--- src/rtl/tmr_pkg.sv ---
package tmr_pkg;
  localparam int DATA_W  = 32;
  localparam int FLAG_BIT = 31;
  localparam int VEC_W   = 16;
  localparam int PRI_W   = 4;
  localparam int PRI_LSB = 16;
  localparam int PRE_LSB = 8;

  typedef enum logic [1:0] {
    SLOT_COUNT  = 2'd0,
    SLOT_BASE   = 2'd1,
    SLOT_VECPRI = 2'd2,
    SLOT_DEST   = 2'd3
  } slot_e;
endpackage

--- src/rtl/tmr_prescale.sv ---
module tmr_prescale #(
  parameter int PRE_W = 3
) (
  input  logic             clk,
  input  logic             rst_n,
  input  logic             restart,
  input  logic             tick,
  input  logic [PRE_W-1:0] shift,
  output logic             step
);
  localparam int PC_W = (1 << PRE_W) - 1;

  logic [PC_W-1:0] pc_q, pc_d, lim;

  always_comb begin
    lim  = (PC_W'(1) << shift) - PC_W'(1);
    step = tick && (pc_q == '0);
    pc_d = pc_q;
    if (restart) begin
      pc_d = '0;
    end else if (tick) begin
      pc_d = (pc_q == lim) ? '0 : pc_q + PC_W'(1);
    end
  end

  always_ff @(posedge clk or negedge rst_n) begin
    if (!rst_n) pc_q <= '0;
    else        pc_q <= pc_d;
  end

  // With a non-zero prescale, two stepping ticks never come back to back.
  assert_step_gap_R5: assert property (@(posedge clk) disable iff (!rst_n)
    (step && shift != '0 && !restart) |=> !step);
endmodule

--- src/rtl/tmr_channel.sv ---
module tmr_channel import tmr_pkg::*; #(
  parameter int CNT_W = 31
) (
  input  logic              clk,
  input  logic              rst_n,
  input  logic              clr,
  input  logic              step_en,
  input  logic              base_we,
  input  logic [DATA_W-1:0] base_wdata,
  output logic [DATA_W-1:0] base_rd,
  output logic [DATA_W-1:0] cnt_rd,
  output logic              wrap
);
  logic [CNT_W-1:0] base_q, base_d, cnt_q, cnt_d;
  logic             inh_q, inh_d, tgl_q, tgl_d, load_q, load_d;

  assign wrap = step_en && !inh_q && !load_q && (cnt_q == '0);

  always_comb begin
    base_d = base_q;
    inh_d  = inh_q;
    cnt_d  = cnt_q;
    tgl_d  = tgl_q;
    load_d = load_q;
    if (step_en && !inh_q) begin
      if (load_q) begin
        cnt_d  = base_q;
        load_d = 1'b0;
      end else if (cnt_q == '0) begin
        cnt_d = base_q;
        tgl_d = !tgl_q;
      end else begin
        cnt_d = cnt_q - CNT_W'(1);
      end
    end
    if (base_we) begin
      base_d = base_wdata[CNT_W-1:0];
      inh_d  = base_wdata[FLAG_BIT];
      load_d = !base_wdata[FLAG_BIT];
    end
    if (clr) begin
      base_d = '0;
      inh_d  = 1'b1;
      cnt_d  = '0;
      tgl_d  = 1'b0;
      load_d = 1'b0;
    end
  end

  always_ff @(posedge clk or negedge rst_n) begin
    if (!rst_n) begin
      base_q <= '0;
      inh_q  <= 1'b1;
      cnt_q  <= '0;
      tgl_q  <= 1'b0;
      load_q <= 1'b0;
    end else begin
      base_q <= base_d;
      inh_q  <= inh_d;
      cnt_q  <= cnt_d;
      tgl_q  <= tgl_d;
      load_q <= load_d;
    end
  end

  always_comb begin
    cnt_rd                = '0;
    cnt_rd[CNT_W-1:0]     = cnt_q;
    cnt_rd[FLAG_BIT]      = tgl_q;
    base_rd               = '0;
    base_rd[CNT_W-1:0]    = base_q;
    base_rd[FLAG_BIT]     = inh_q;
  end

  assert_hold_inhibit_R4: assert property (@(posedge clk) disable iff (!rst_n)
    (inh_q && !clr) |=> $stable(cnt_q));
  assert_reload_value_R2: assert property (@(posedge clk) disable iff (!rst_n)
    (wrap && !base_we && !clr) |=> (cnt_q == $past(base_q)));
  assert_toggle_flip_R3: assert property (@(posedge clk) disable iff (!rst_n)
    (wrap && !clr) |=> (tgl_q != $past(tgl_q)));
endmodule

--- src/rtl/tmr_irq_track.sv ---
module tmr_irq_track (
  input  logic clk,
  input  logic rst_n,
  input  logic clr,
  input  logic expire,
  input  logic mask,
  input  logic ack,
  input  logic eoi,
  output logic pend,
  output logic insv
);
  logic pend_q, pend_d, insv_q, insv_d, evt;

  assign evt  = expire && !mask;
  assign pend = pend_q;
  assign insv = insv_q;

  always_comb begin
    pend_d = pend_q;
    insv_d = insv_q;
    if (ack && pend_q) begin
      pend_d = 1'b0;
      insv_d = 1'b1;
    end
    if (eoi && insv_q) begin
      insv_d = 1'b0;
    end
    if (evt && !pend_q && !insv_q) begin
      pend_d = 1'b1;
    end
    if (clr) begin
      pend_d = 1'b0;
      insv_d = 1'b0;
    end
  end

  always_ff @(posedge clk or negedge rst_n) begin
    if (!rst_n) begin
      pend_q <= 1'b0;
      insv_q <= 1'b0;
    end else begin
      pend_q <= pend_d;
      insv_q <= insv_d;
    end
  end

  assert_ack_moves_R7: assert property (@(posedge clk) disable iff (!rst_n)
    (pend_q && ack && !clr) |=> (insv_q && !pend_q));
  assert_drop_in_service_R8: assert property (@(posedge clk) disable iff (!rst_n)
    insv_q |=> !pend_q);
  assert_mask_quiet_R9: assert property (@(posedge clk) disable iff (!rst_n)
    (mask && !pend_q) |=> !pend_q);
endmodule

--- src/rtl/tmr_bank.sv ---
module tmr_bank import tmr_pkg::*; #(
  parameter int N_TMR  = 4,
  parameter int CNT_W  = 31,
  parameter int PRE_W  = 3,
  parameter int DEST_W = 4,
  localparam int ADDR_W = $clog2(4*N_TMR) + 1
) (
  input  logic              clk,
  input  logic              rst_n,
  input  logic              bus_we,
  input  logic [ADDR_W-1:0] bus_addr,
  input  logic [DATA_W-1:0] bus_wdata,
  output logic [DATA_W-1:0] bus_rdata,
  input  logic              tick,
  input  logic [N_TMR-1:0]  irq_ack,
  input  logic [N_TMR-1:0]  irq_eoi,
  output logic [N_TMR-1:0]  irq
);
  localparam int TS_W      = ADDR_W - 3;
  localparam int CTRL_ADDR = 4 * N_TMR;
  localparam int GCFG_ADDR = 4 * N_TMR + 1;

  // reset: asserted asynchronously, released on the clock
  logic rst_meta, rst_sync_n;
  always_ff @(posedge clk or negedge rst_n) begin
    if (!rst_n) begin
      rst_meta   <= 1'b0;
      rst_sync_n <= 1'b0;
    end else begin
      rst_meta   <= 1'b1;
      rst_sync_n <= rst_meta;
    end
  end

  // address decode
  logic            in_tmr, ctrl_we, gcfg_we;
  logic [TS_W-1:0] tsel;
  slot_e           slot;
  assign in_tmr  = (bus_addr < ADDR_W'(CTRL_ADDR));
  assign tsel    = bus_addr[ADDR_W-2:2];
  assign slot    = slot_e'(bus_addr[1:0]);
  assign ctrl_we = bus_we && (bus_addr == ADDR_W'(CTRL_ADDR));
  assign gcfg_we = bus_we && (bus_addr == ADDR_W'(GCFG_ADDR));

  // shared control, soft reset and per-timer configuration
  logic [N_TMR-2:0]  casc_q, casc_d;
  logic [PRE_W-1:0]  shift_q, shift_d;
  logic              srst_q, srst_d, clr;
  logic [VEC_W-1:0]  vec_q  [N_TMR];
  logic [VEC_W-1:0]  vec_d  [N_TMR];
  logic [PRI_W-1:0]  pri_q  [N_TMR];
  logic [PRI_W-1:0]  pri_d  [N_TMR];
  logic [DEST_W-1:0] dest_q [N_TMR];
  logic [DEST_W-1:0] dest_d [N_TMR];
  logic [N_TMR-1:0]  mask_q, mask_d;

  assign clr = srst_q;

  always_comb begin
    casc_d  = casc_q;
    shift_d = shift_q;
    mask_d  = mask_q;
    srst_d  = gcfg_we && bus_wdata[0] && !srst_q;
    for (int i = 0; i < N_TMR; i++) begin
      vec_d[i]  = vec_q[i];
      pri_d[i]  = pri_q[i];
      dest_d[i] = dest_q[i];
      if (bus_we && in_tmr && tsel == TS_W'(i)) begin
        if (slot == SLOT_VECPRI) begin
          vec_d[i]  = bus_wdata[VEC_W-1:0];
          pri_d[i]  = bus_wdata[PRI_LSB +: PRI_W];
          mask_d[i] = bus_wdata[FLAG_BIT];
        end
        if (slot == SLOT_DEST) begin
          dest_d[i] = bus_wdata[DEST_W-1:0];
        end
      end
    end
    if (ctrl_we) begin
      casc_d  = bus_wdata[N_TMR-2:0];
      shift_d = bus_wdata[PRE_LSB +: PRE_W];
    end
    if (clr) begin
      casc_d  = '0;
      shift_d = '0;
      mask_d  = '1;
      for (int i = 0; i < N_TMR; i++) begin
        vec_d[i]  = '0;
        pri_d[i]  = '0;
        dest_d[i] = DEST_W'(1);
      end
    end
  end

  always_ff @(posedge clk or negedge rst_sync_n) begin
    if (!rst_sync_n) begin
      casc_q  <= '0;
      shift_q <= '0;
      mask_q  <= '1;
      srst_q  <= 1'b0;
      for (int i = 0; i < N_TMR; i++) begin
        vec_q[i]  <= '0;
        pri_q[i]  <= '0;
        dest_q[i] <= DEST_W'(1);
      end
    end else begin
      casc_q  <= casc_d;
      shift_q <= shift_d;
      mask_q  <= mask_d;
      srst_q  <= srst_d;
      for (int i = 0; i < N_TMR; i++) begin
        vec_q[i]  <= vec_d[i];
        pri_q[i]  <= pri_d[i];
        dest_q[i] <= dest_d[i];
      end
    end
  end

  // tick prescale
  logic step;
  tmr_prescale #(.PRE_W(PRE_W)) u_pre (
    .clk     (clk),
    .rst_n   (rst_sync_n),
    .restart (ctrl_we || clr),
    .tick    (tick),
    .shift   (shift_q),
    .step    (step)
  );

  // timers and trackers
  logic [N_TMR-1:0]  step_en, wrap, expire, base_we, insv;
  logic [DATA_W-1:0] cnt_rd  [N_TMR];
  logic [DATA_W-1:0] base_rd [N_TMR];

  for (genvar i = 0; i < N_TMR; i++) begin : g_tmr
    if (i == 0) begin : g_head
      assign step_en[i] = step;
    end else begin : g_link
      assign step_en[i] = casc_q[i-1] ? wrap[i-1] : step;
    end
    if (i == N_TMR - 1) begin : g_top
      assign expire[i] = wrap[i];
    end else begin : g_low
      assign expire[i] = wrap[i] && !casc_q[i];
      assert_chained_quiet_R6: assert property (@(posedge clk) disable iff (!rst_sync_n)
        casc_q[i] |=> !$rose(irq[i]));
    end

    assign base_we[i] = bus_we && in_tmr && (tsel == TS_W'(i)) && (slot == SLOT_BASE);

    tmr_channel #(.CNT_W(CNT_W)) u_chan (
      .clk        (clk),
      .rst_n      (rst_sync_n),
      .clr        (clr),
      .step_en    (step_en[i]),
      .base_we    (base_we[i]),
      .base_wdata (bus_wdata),
      .base_rd    (base_rd[i]),
      .cnt_rd     (cnt_rd[i]),
      .wrap       (wrap[i])
    );

    tmr_irq_track u_trk (
      .clk    (clk),
      .rst_n  (rst_sync_n),
      .clr    (clr),
      .expire (expire[i]),
      .mask   (mask_q[i]),
      .ack    (irq_ack[i]),
      .eoi    (irq_eoi[i]),
      .pend   (irq[i]),
      .insv   (insv[i])
    );
  end

  // read mux
  always_comb begin
    bus_rdata = '0;
    if (in_tmr) begin
      for (int i = 0; i < N_TMR; i++) begin
        if (tsel == TS_W'(i)) begin
          case (slot)
            SLOT_COUNT: bus_rdata = cnt_rd[i];
            SLOT_BASE:  bus_rdata = base_rd[i];
            SLOT_VECPRI: begin
              bus_rdata[VEC_W-1:0]         = vec_q[i];
              bus_rdata[PRI_LSB +: PRI_W]  = pri_q[i];
              bus_rdata[FLAG_BIT]          = mask_q[i];
            end
            default:    bus_rdata[DEST_W-1:0] = dest_q[i];
          endcase
        end
      end
    end else if (bus_addr == ADDR_W'(CTRL_ADDR)) begin
      bus_rdata[N_TMR-2:0]         = casc_q;
      bus_rdata[PRE_LSB +: PRE_W]  = shift_q;
    end else if (bus_addr == ADDR_W'(GCFG_ADDR)) begin
      bus_rdata[0] = srst_q;
    end
  end

  assert_srst_selfclear_R10: assert property (@(posedge clk) disable iff (!rst_sync_n)
    srst_q |=> !srst_q);
  assert_srst_quiets_R10: assert property (@(posedge clk) disable iff (!rst_sync_n)
    srst_q |=> (irq == '0 && insv == '0));
  assert_serviced_exclusive_R7: assert property (@(posedge clk) disable iff (!rst_sync_n)
    (irq & insv) == '0);
endmodule

--- config.mk ---
export PLATFORM = sky130hd
export DESIGN_NAME = tmr_bank
export DESIGN_NICKNAME = d
export VERILOG_FILES = /design/src/rtl/tmr_pkg.sv /design/src/rtl/tmr_prescale.sv /design/src/rtl/tmr_channel.sv /design/src/rtl/tmr_irq_track.sv /design/src/rtl/tmr_bank.sv
export SDC_FILE = /design/constraint.sdc
export NUM_CORES = 1
export LEC_CHECK = 0
export ABC_AREA = 1
export BUFFER_PORTS_ARGS = -buffer_cell sky130_fd_sc_hd__clkbuf_2
export CAP_MARGIN = 10
export CORE_MARGIN = 4
export CORE_UTILIZATION = 45
export CTS_BUF_LIST = sky130_fd_sc_hd__clkbuf_8
export CTS_CLUSTER_DIAMETER = 40
export CTS_CLUSTER_SIZE = 24
export DETAILED_ROUTE_END_ITERATION = 6
export GPL_ROUTABILITY_DRIVEN = 0
export GPL_TIMING_DRIVEN = 0
export HOLD_SLACK_MARGIN = 0.12
export PLACE_DENSITY = 0.65
export SYNTH_ARGS = -nofsm -noshare
export SYNTH_HDL_FRONTEND = slang
export SYNTH_HIERARCHICAL = 1
export SYNTH_SLANG_ARGS = --single-unit
--- constraint.sdc ---
create_clock -name clk -period 19 [get_ports clk]
set_clock_uncertainty 0.15 [all_clocks]
set_input_delay 4.75 -clock clk [delete_from_list [all_inputs] [get_ports clk]]
set_output_delay 4.75 -clock clk [all_outputs]
set_load 0.005 [all_outputs]
Word-level counts from Yosys, hierarchy flattened
Cells that the tools add are included.
- add/sub/neg operators: 6
- order comparisons: 1
- eq/ne operators: 13
- shift operators: 1
- multiplexer cells: 147
- reduce and logical (&&, ||, !) cells: 130
- operators with widths (kind ; count):
    31-bit 2-to-1 mux ; 24
    16-bit case mux with 3 select lines ; 4
    32-bit 2-to-1 mux ; 5
    31-bit logical NOT ; 4
    31-bit by 1-bit subtractor with 31-bit output (second input constant) ; 4
    16-bit 2-to-1 mux ; 7
    11-bit case mux with 2 select lines ; 4
    1-bit 2-to-1 mux ; 70
    64-bit 2-to-1 mux ; 1
    1-bit logical AND ; 49
    4-bit case mux with 3 select lines ; 4
    4-bit 2-to-1 mux ; 11
    2-bit nonzero test ; 20
    3-bit nonzero test ; 12
    1-bit logical NOT ; 29
    21-bit 2-to-1 mux ; 1
    3-bit 2-to-1 mux ; 7
    7-bit 2-to-1 mux ; 3
    2-bit AND reduction ; 8
    1-bit case mux with 3 select lines ; 4
    3-bit AND reduction ; 4
    5-bit equality test (second input constant) ; 2
    2-bit equality test (second input constant) ; 4
    2-bit inequality test (second input constant) ; 4
    other kinds (11) ; 13
- register bits: 384
- bits of input ports: 49
- output and inout bits: 36
- logic and storage cells: 348

Logic depth before layout (Yosys ltp)
Gate-level depths: netlist (run 1).
- depth in word-level cells: 22
- mapped depth: 29
- gate-level depth less buffers: 29

Hierarchy
Netlist (run 1), hierarchy kept.
- modules (own cells, without submodules) (module ; instances ; cells each ; area an instance (sq um) ; seq. area each (sq um)):
    tmr_channel ; 4 ; 554 ; 3838.7 ; 1627.8
    tmr_bank ; 1 ; 1195 ; 7578.5 ; 2737.6
    tmr_prescale ; 1 ; 118 ; 679.4 ; 175.2
    tmr_irq_track ; 4 ; 13 ; 103.8 ; 50.0

Least setup slack after synthesis (run 1)
OpenSTA, ideal clock, no wires.
- kind: input to output
- start: input bus_addr[1]
- end: output bus_rdata[24]
- data arrival time: 5.796 ns
- slack: 8.304 ns
- stages on the path: 11
- path through: buf_4 inv_4 clkbuf_1 nand3_1 nand2_1 nand2_1 nand2_1 nand2_1 nand2_1 nand2_1 a21oi_1
- cells in the longest elaborated chain, start to end: 11
- ends and longest elaborated chain (item ; line ; text):
    start, declared ; tmr_bank.sv:11 ; input logic [ADDR_W-1:0] bus_addr,
    2-bit by 1-bit equality test with 1-bit output or 2-bit logical NOT (tied branches) ; tmr_bank.sv:182 ; case (slot)
    11-bit case mux with 2 select lines ; tmr_bank.sv:182 ;
    32-bit 2-to-1 mux ; tmr_bank.sv:181 ; if (tsel == TS_W'(i)) begin
    32-bit 2-to-1 mux ; tmr_bank.sv:179 ; if (in_tmr) begin
    11-bit case mux with 2 select lines ; tmr_bank.sv:182 ;
    32-bit 2-to-1 mux ; tmr_bank.sv:181 ;
    11-bit case mux with 2 select lines ; tmr_bank.sv:182 ;
    32-bit 2-to-1 mux ; tmr_bank.sv:181 ;
    11-bit case mux with 2 select lines ; tmr_bank.sv:182 ;
    32-bit 2-to-1 mux ; tmr_bank.sv:181 ;
    21-bit 2-to-1 mux * ; tmr_bank.sv:179 ;
    end, declared ; tmr_bank.sv:13 ; output logic [DATA_W-1:0] bus_rdata,
Every way passes the cells marked *; elsewhere a longest branch is shown, timed or not. The select of a mux whose other input is x is not followed.

Worst setup path after layout (run 1)
- start: input bus_addr[0]
- end: output bus_rdata[19]
- cells in the longest elaborated chain, start to end: 11
- ends and longest elaborated chain (item ; line):
    2-bit equality test (tied with other cells) ; tmr_bank.sv:182
    16-bit case mux with 3 select lines ; tmr_bank.sv:182
    32-bit 2-to-1 mux ; tmr_bank.sv:181
    32-bit 2-to-1 mux ; tmr_bank.sv:179
    16-bit case mux with 3 select lines ; tmr_bank.sv:182
    32-bit 2-to-1 mux ; tmr_bank.sv:181
    16-bit case mux with 3 select lines ; tmr_bank.sv:182
    32-bit 2-to-1 mux ; tmr_bank.sv:181
    16-bit case mux with 3 select lines ; tmr_bank.sv:182
    32-bit 2-to-1 mux ; tmr_bank.sv:181
    21-bit 2-to-1 mux * ; tmr_bank.sv:179
Marks and branches as above.

==> results of run 1 <==
## power groups by stage
stage	combinational, mW	clock, mW	sequential, mW
floorplan	1.22	0	1.25
global placement	1.59	0	1.38
detailed placement	1.63	0	1.37
CTS	1.64	0.991	1.35
global route	1.88	1.03	1.40
finish	1.69	0.982	1.37
## logic make-up (layout without fill, tap and decap cells)
family	Yosys count	in the layout	synth area share
AOI/OAI and AO/OA	387	387	0.09071
xor gates and xnor gates	62	62	0.02260
adders and majority gates	11	11	0.005728
buffers and inverters	483	715	0.08889
DFF	384	384	0.4005
other	1	1	0.0001561
and+or+nand+nor	2253	2253	0.3914
## layout by cell type (no fill, tap or decap), drive strengths merged
master	synthesis	final
dfstp	12	12
xnor2	18	18
o22ai	11	11
nand3	464	464
a31o	4	4
a21oi	78	78
clkbuf	80	247
o21ai	254	254
and2	7	7
buf	98	106
nand3b	8	8
nand2	1408	1408
clkinv	0	16
ha	11	11
dfrtp	372	372
o21bai	36	36
inv	305	324
nand4	36	36
a211oi	2	2
nor3	12	12
nor2	316	316
clkinvlp	0	12
o31ai	2	2
conb	1	1
bufinv	0	10
xor2	44	44
nor4	1	1
nor3b	1	1
## critical path: stages
cell	delay, ns
clkbuf_2	0.15
inv_1	0.14
nor2_2	0.20
clkbuf_1	0.72
nand2_1	0.13
nand2_1	0.10
inv_1	0.04
a21oi_1	0.20
nand2_1	0.18
a21oi_1	0.34
clkbuf_2	0.18
## area by class of cell
class | count | area [um2]
Buffer | 178 | 985.9
Tap cell | 688 | 860.8
Clock buffer | 84 | 1156
Multi-Input combinational cell | 2714 | 12270
Timing Repair Buffer | 91 | 613.1
Inverter | 305 | 1150
Fill cell | 5373 | 25500
Sequential cell | 384 | 9628
Clock inverter | 57 | 600.6
## through the flow
step	power (mW)	hold WS (ns)	instance area (um2)	worst slack, ns
2_1_floorplan	2.477	0.1812	24030	7.376
3_3_place_gp	2.970	0.1838	25300	2.328
3_5_place_dp	2.992	0.1992	25480	7.152
4_1_cts	3.983	0.2126	27230	7.123
5_1_grt	4.304	0.2268	27260	6.974
6_report	4.041	0.2054	27260	6.962
## cells in the mapped netlist, types with 24 or more instances
| master | count | area, um2 |
|---|---|---|
| buf_2 | 44 | 220.2 |
| clkbuf_1 | 80 | 300.3 |
| nand4_1 | 36 | 225.2 |
| buf_4 | 34 | 255.2 |
| nor2_2 | 24 | 150.1 |
| nor2_1 | 281 | 1055 |
| dfrtp_1 | 372 | 9309 |
| o21ai_1 | 43 | 215.2 |
| nand2_1 | 1399 | 5251 |
| a21oi_1 | 67 | 335.3 |
| nand3_1 | 460 | 2302 |
| xor2_1 | 44 | 385.4 |
| inv_1 | 288 | 1081 |
| o21bai_1 | 32 | 240.2 |
| o21ai_0 | 211 | 1056 |
## flip-flops by register name, summed over array words and instances, names as in the netlist
| register | count |
|---|---|
| clr | 1 |
| shift_q | 3 |
| g_tmr.u_chan/cnt_q | 124 |
| g_tmr.u_trk/pend | 4 |
| g_tmr.u_chan/inh_q | 4 |
| rst_sync_n | 1 |
| rst_meta | 1 |
| dest_q | 16 |
| pri_q | 16 |
| g_tmr.u_chan/tgl_q | 4 |
| vec_q | 64 |
| g_tmr.u_chan/base_q | 124 |
| u_pre/pc_q | 7 |
| g_tmr.u_chan/load_q | 4 |
| g_tmr.u_trk/insv | 4 |
| casc_q | 3 |
| mask_q | 4 |
## worst paths after layout
| path | startpoint | endpoint | slack [ns] | depth (start not counted) |
|---|---|---|---|---|
| setup / recovery | bus_addr[0] | bus_rdata[19] | 6.96 | 11 |
| hold / removal | rst_meta | rst_sync_n | 0.21 | 0 |
| setup reg to reg | u_pre/pc_q[0] | g_tmr[3].u_chan/cnt_q[23] | 13.43 | 29 |
| hold reg to reg | rst_meta | rst_sync_n | 0.21 | 0 |
| max in group asynchronous | rst_n | rst_sync_n | 14.88 | 1 |
| min in group asynchronous | rst_sync_n | clr | 0.28 | 0 |
## per-layer routing
layer,GRT usage,vias to the layer above
met3,0.09264,287
met4,0.1745,2
met1,0.4789,12060
li1,-,11750
met2,0.4851,1550
met5,0,-
==> impl_metrics.ini, run 1 <==
[status]
status = finished, violations left
violations = DRC

[timing]
fin_crit_sh = 0.6336
final.setup.tns_ns = 0
period_needed_ns = 12.04
timing.final.hold_violations = 0
max_freq_mhz = 83.07
finalMaxSlewViolations = 0
worst_pin_slew_ns = 0.9604
max-slew-margin-rel = 0.3597
rsz0062_at_grt = no
setup_viol = 0

[route]
drt_iter0_drc = 3409
drc = 24
routed-wl-met2_um = 40260
route.vias.total = 25650
drtPass1Iterations = 7
routedWlPerCell_um = 22.04
via_per_inst = 5.699
wirelength_um = 99210
route.met3.wl_um = 12510
ant_nets = 0
highest_layer = met5
wl_met1_um = 40490

[final_layout]
antenna_cells = 0
drive_gt1_frac = 0.1083
post-route-util = 0.5167
nNetsFinal = 3811
area_growth_pct = 13.46
final_cells = 4501

[setup_path]
critPathMaxFanout = 10
cp-start-kind = input port
worst-endpoint-arrival_ns = 7.14
worstSetupPathType = input port to output port
critPathRequiredTime_ns = 14.10
cp-end-kind = output port

[hold_path]
hold_class = flip-flop to flip-flop

[cts]
clockBufferDepth = 3
clk_pin_slew_ns = 0.06
htreeDepth = 3
post_cts.repair.setup_buffers = 0
cts.sinks = 384
cts_tree = yes
cts_buffers = 77
hold_buffers = 0
cts_root_buf = clkbuf_8
post_cts_resized = 0
clock_latency_ns = 0.69

[pwr]
leakagePower_nw = 13.87
internal_power_mw = 2.176
peakVddDrop_v = 0.00009947
clock_power_share = 0.243
power_frac_comb = 0.418
seq_power_share = 0.339
switching_share = 0.4616
p_per_area_mw_per_mm2 = 148.2
p_switching_mw = 1.865

[grt]
grt_max_degree = 69
antenna_found_initial = 2
grt_pass1_wl_um = 147100
grt_util_all_layers = 0.3416
grt_pass1_vias = 23630
grt-ovfl-total = 0

[floorplanning]
num_io_pins = 85
die_w_um = 239.1
dieArea_mm2 = 0.05716
die_h_um = 239.1
rows = 84
start_util = 0.4554
core_mm2 = 0.05276

[logic_synthesis]
synth_edf_count = 0
synth.distinct_cells = 41
synth-seq-cells = 384
syn_inst = 3581
ys.flop_type = dfrtp_1
synthArstFlopShare = 1.000
synth_fp_nets = 3641
netlist_area_mm2 = 0.02403
syn_avg_cell_area_um2 = 6.710
synth-seq-area-share = 0.4005
yosysWarnings = 6

[job]
maxCapViolations = 0

[placed_design]
placed_cells = 4359
dpl.hpwl_um = 75300
io_buffers = 83
No activity file was read; power rests on OpenSTA's default activity.
==> run 2, diff against run 1 <==
--- a/config.mk
+++ b/config.mk
@@ -5,7 +5,7 @@
 export SDC_FILE = /design/constraint.sdc
 export NUM_CORES = 1
 export LEC_CHECK = 0
-export ABC_AREA = 1
+export ABC_AREA = 0
 export BUFFER_PORTS_ARGS = -buffer_cell sky130_fd_sc_hd__clkbuf_2
 export CAP_MARGIN = 10
 export CORE_MARGIN = 4
@@ -17,7 +17,7 @@
 export GPL_ROUTABILITY_DRIVEN = 0
 export GPL_TIMING_DRIVEN = 0
 export HOLD_SLACK_MARGIN = 0.12
-export PLACE_DENSITY = 0.65
+export PLACE_DENSITY = 0.67
 export SYNTH_ARGS = -nofsm -noshare
 export SYNTH_HDL_FRONTEND = slang
 export SYNTH_HIERARCHICAL = 1
==> constraint.sdc (replaced) <==
create_clock -name clk -period 10.05 [get_ports clk]
set_clock_uncertainty 0.15 [all_clocks]
set_input_delay 2.5125 -clock clk [delete_from_list [all_inputs] [get_ports clk]]
set_output_delay 2.5125 -clock clk [all_outputs]
set_load 0.005 [all_outputs]
==> impl_metrics.ini, run 2 <==
[status]
status = completed

[pwr]
peakVddDrop_v = 0.0001205
switching_share = 0.3964
p_per_area_mw_per_mm2 = 223.8
internal_power_mw = 3.487
p_switching_mw = 2.291
power_frac_comb = 0.337
clock_power_share = 0.289
leakagePower_nw = 11.34
seq_power_share = 0.374

[route]
drc = 0
route.vias.total = 21440
drt_iter0_drc = 3298
via_per_inst = 6.674
routedWlPerCell_um = 27.48
ant_nets = 0
drtPass1Iterations = 7
wirelength_um = 88300

[placed_design]
io_buffers = 83
dpl.hpwl_um = 64830
place_area_mm2 = 0.02431
place_ws_ns = 1.036

[cts]
hold_buffers = 0
post_cts.repair.setup_buffers = 0
post_cts_resized = 0
cts_buffers = 61
clockBufferDepth = 3
cts.sinks = 384
clock_latency_ns = 0.71
htreeDepth = 2
clk_pin_slew_ns = 0.07
cts_root_buf = clkbuf_8
cts_tree = yes

[logic_synthesis]
ys.flop_type = dfrtp_1
synth-seq-cells = 384
yosysWarnings = 6
synth-simple-area-share = 0.2063
syn_inst = 2333
yosys-top-cells-area = dfrtp_1 (41%), mux2i_1 (9.1%), o21ai_0 (4.1%)
syn_avg_cell_area_um2 = 9.795
yosysTopAreaCell = dfrtp_1
yosysTopAreaCellShare = 0.4074
synthMuxAreaShare = 0.1513
synth_edf_count = 0
synth_fp_nets = 2393
synth.top_cells.by_count = dfrtp_1 (372), nor2_1 (232), mux2i_1 (207)
synth_xor_area_frac = 0.003066
synth_top_family_by_area = simple AND/OR/NAND/NOR gates
synth-seq-area-share = 0.4212
synthArstFlopShare = 1.000
netlist_area_mm2 = 0.02285
synthAdderAreaFrac = 0.006023
synth.distinct_cells = 87
yosysMostFrequentCell = dfrtp_1
synth_compound_area_frac = 0.1623

[final_layout]
nNetsFinal = 2546
post-route-util = 0.5146
final_area_mm2 = 0.02582
largestRegisters = g_tmr.u_chan/base_q (124), g_tmr.u_chan/cnt_q (124), vec_q (64)
area_growth_pct = 12.98
final_common_cell = dfrtp_1
drive_gt1_frac = 0.1950
final_cell_mix = dfrtp_1 (371), nor2_1 (232), mux2i_1 (207)

[timing]
finalMaxSlewViolations = 0
setup_viol = 0
fin_ws_ns = 1.243
max_freq_mhz = 113.5
timing.final.hold_violations = 0
final.setup.tns_ns = 0
fin_crit_sh = 0.8763
max-slew-margin-rel = 0.03733
rsz0062_at_grt = no
worst_pin_slew_ns = 1.431
period_needed_ns = 8.807

[floorplanning]
rows = 82
num_io_pins = 85
core_mm2 = 0.05017
die_h_um = 233.4
start_util = 0.4555
die_w_um = 233.4
dieArea_mm2 = 0.05445

[setup_path]
worstSetupPathType = input port to flip-flop
cp-end-kind = flip-flop
critPathRequiredTime_ns = 10.51
critPathMaxFanout = 10
worst-endpoint-arrival_ns = 9.27
cp-start-kind = input port

[job]
maxCapViolations = 0

[grt]
grt_max_degree = 68
grt_pass1_vias = 20260
grt_pass1_wl_um = 130900
antenna_found_initial = 4
grt_util_all_layers = 0.3191
grt-ovfl-total = 0

[hold_path]
hold_class = flip-flop to flip-flop
run 2: changes by cell type in the layout (fill, tap and decap cells not counted), sizes merged, moves of 52 or more:
cell | before | now
nand2 | 1408 | 159
nand3 | 464 | 63
nor2 | 316 | 232
mux2 | 0 | 61
or4 | 0 | 52
nor3 | 12 | 68
inv | 324 | 55
o21ai | 254 | 191
mux2i | 0 | 207
run 2: worst paths after layout:
check                      cells after the start                        end           from  slack (ns)
min in group asynchronous                      0              u_pre/pc_q[4]     rst_sync_n        0.22
hold / removal                                 0                 rst_sync_n       rst_meta        0.21
max in group asynchronous                      3      g_tmr[1].u_chan/inh_q     rst_sync_n        8.09
setup reg to reg                              25  g_tmr[3].u_chan/cnt_q[21]  u_pre/pc_q[0]        2.52
hold reg to reg                                0                 rst_sync_n       rst_meta        0.21
setup / recovery                              24  g_tmr[3].u_chan/cnt_q[21]           tick        1.24
run 2: area by class of cell:
cell class | instances | area (um2)
Fill cell | 4593 | 24350
Timing Repair Buffer | 90 | 608.1
Inverter | 45 | 168.9
Clock inverter | 47 | 551.8
Clock buffer | 69 | 949.7
Tap cell | 672 | 840.8
Multi-Input combinational cell | 1722 | 12100
Buffer | 182 | 967.2
Sequential cell | 384 | 9628
Antenna cell | 2 | 5.005
run 2: kinds of logic after synthesis:
| logic type | after synthesis |
|---|---|
| adders and majority gates | 11 |
| AOI/OAI and AO/OA | 544 |
| DFF | 384 |
| other | 1 |
| buffers and inverters | 227 |
| and+or+nand+nor | 859 |
| muxes | 299 |
| xor gates and xnor gates | 8 |
run 2: through the flow:
step	hold WS (ns)	instances	total power [mW]
2_1_floorplan	0.1811	2333	3.409
3_3_place_gp	0.1866	3088	3.973
3_5_place_dp	0.1919	3095	4.038
4_1_cts	0.2093	3211	5.699
5_1_grt	0.2111	3211	6.020
6_report	0.2052	3213	5.778
run 2: power groups by stage:
stage	clock network, mW	registers [mW]	logic, mW
6_report	1.67	2.16	1.95
4_1_cts	1.68	2.14	1.88
2_1_floorplan	0	2.05	1.36
5_1_grt	1.75	2.19	2.08
3_3_place_gp	0	2.18	1.79
3_5_place_dp	0	2.17	1.87
run 2: worst max-delay path, stage by stage:
cell,delay [ns]
clkbuf_2,0.17
nand4bb_1,0.15
nor4_2,0.81
nand2b_1,0.40
nor2_1,0.19
nand4_1,0.42
inv_1,0.27
mux2_2,0.24
nand2b_1,0.23
nor2_1,0.16
nand4_1,0.36
inv_1,0.18
mux2_2,0.23
nand2b_1,0.20
nor2_1,0.14
nand4_1,0.41
inv_1,0.18
mux2_2,0.18
nand2b_1,0.21
nor2_1,0.29
clkbuf_1,0.51
clkbuf_1,0.50
nand3_1,0.21
o211ai_2,0.09
run 2: metal layers:
layer | GRT usage | part of all wire | vias to the layer above
met1 | 0.4334 | 0.38 | 10460
li1 | - | - | 9086
met5 | 0 | 0.00057 | -
met3 | 0.09341 | 0.13 | 353
met2 | 0.4558 | 0.42 | 1541
met4 | 0.1789 | 0.069 | 6
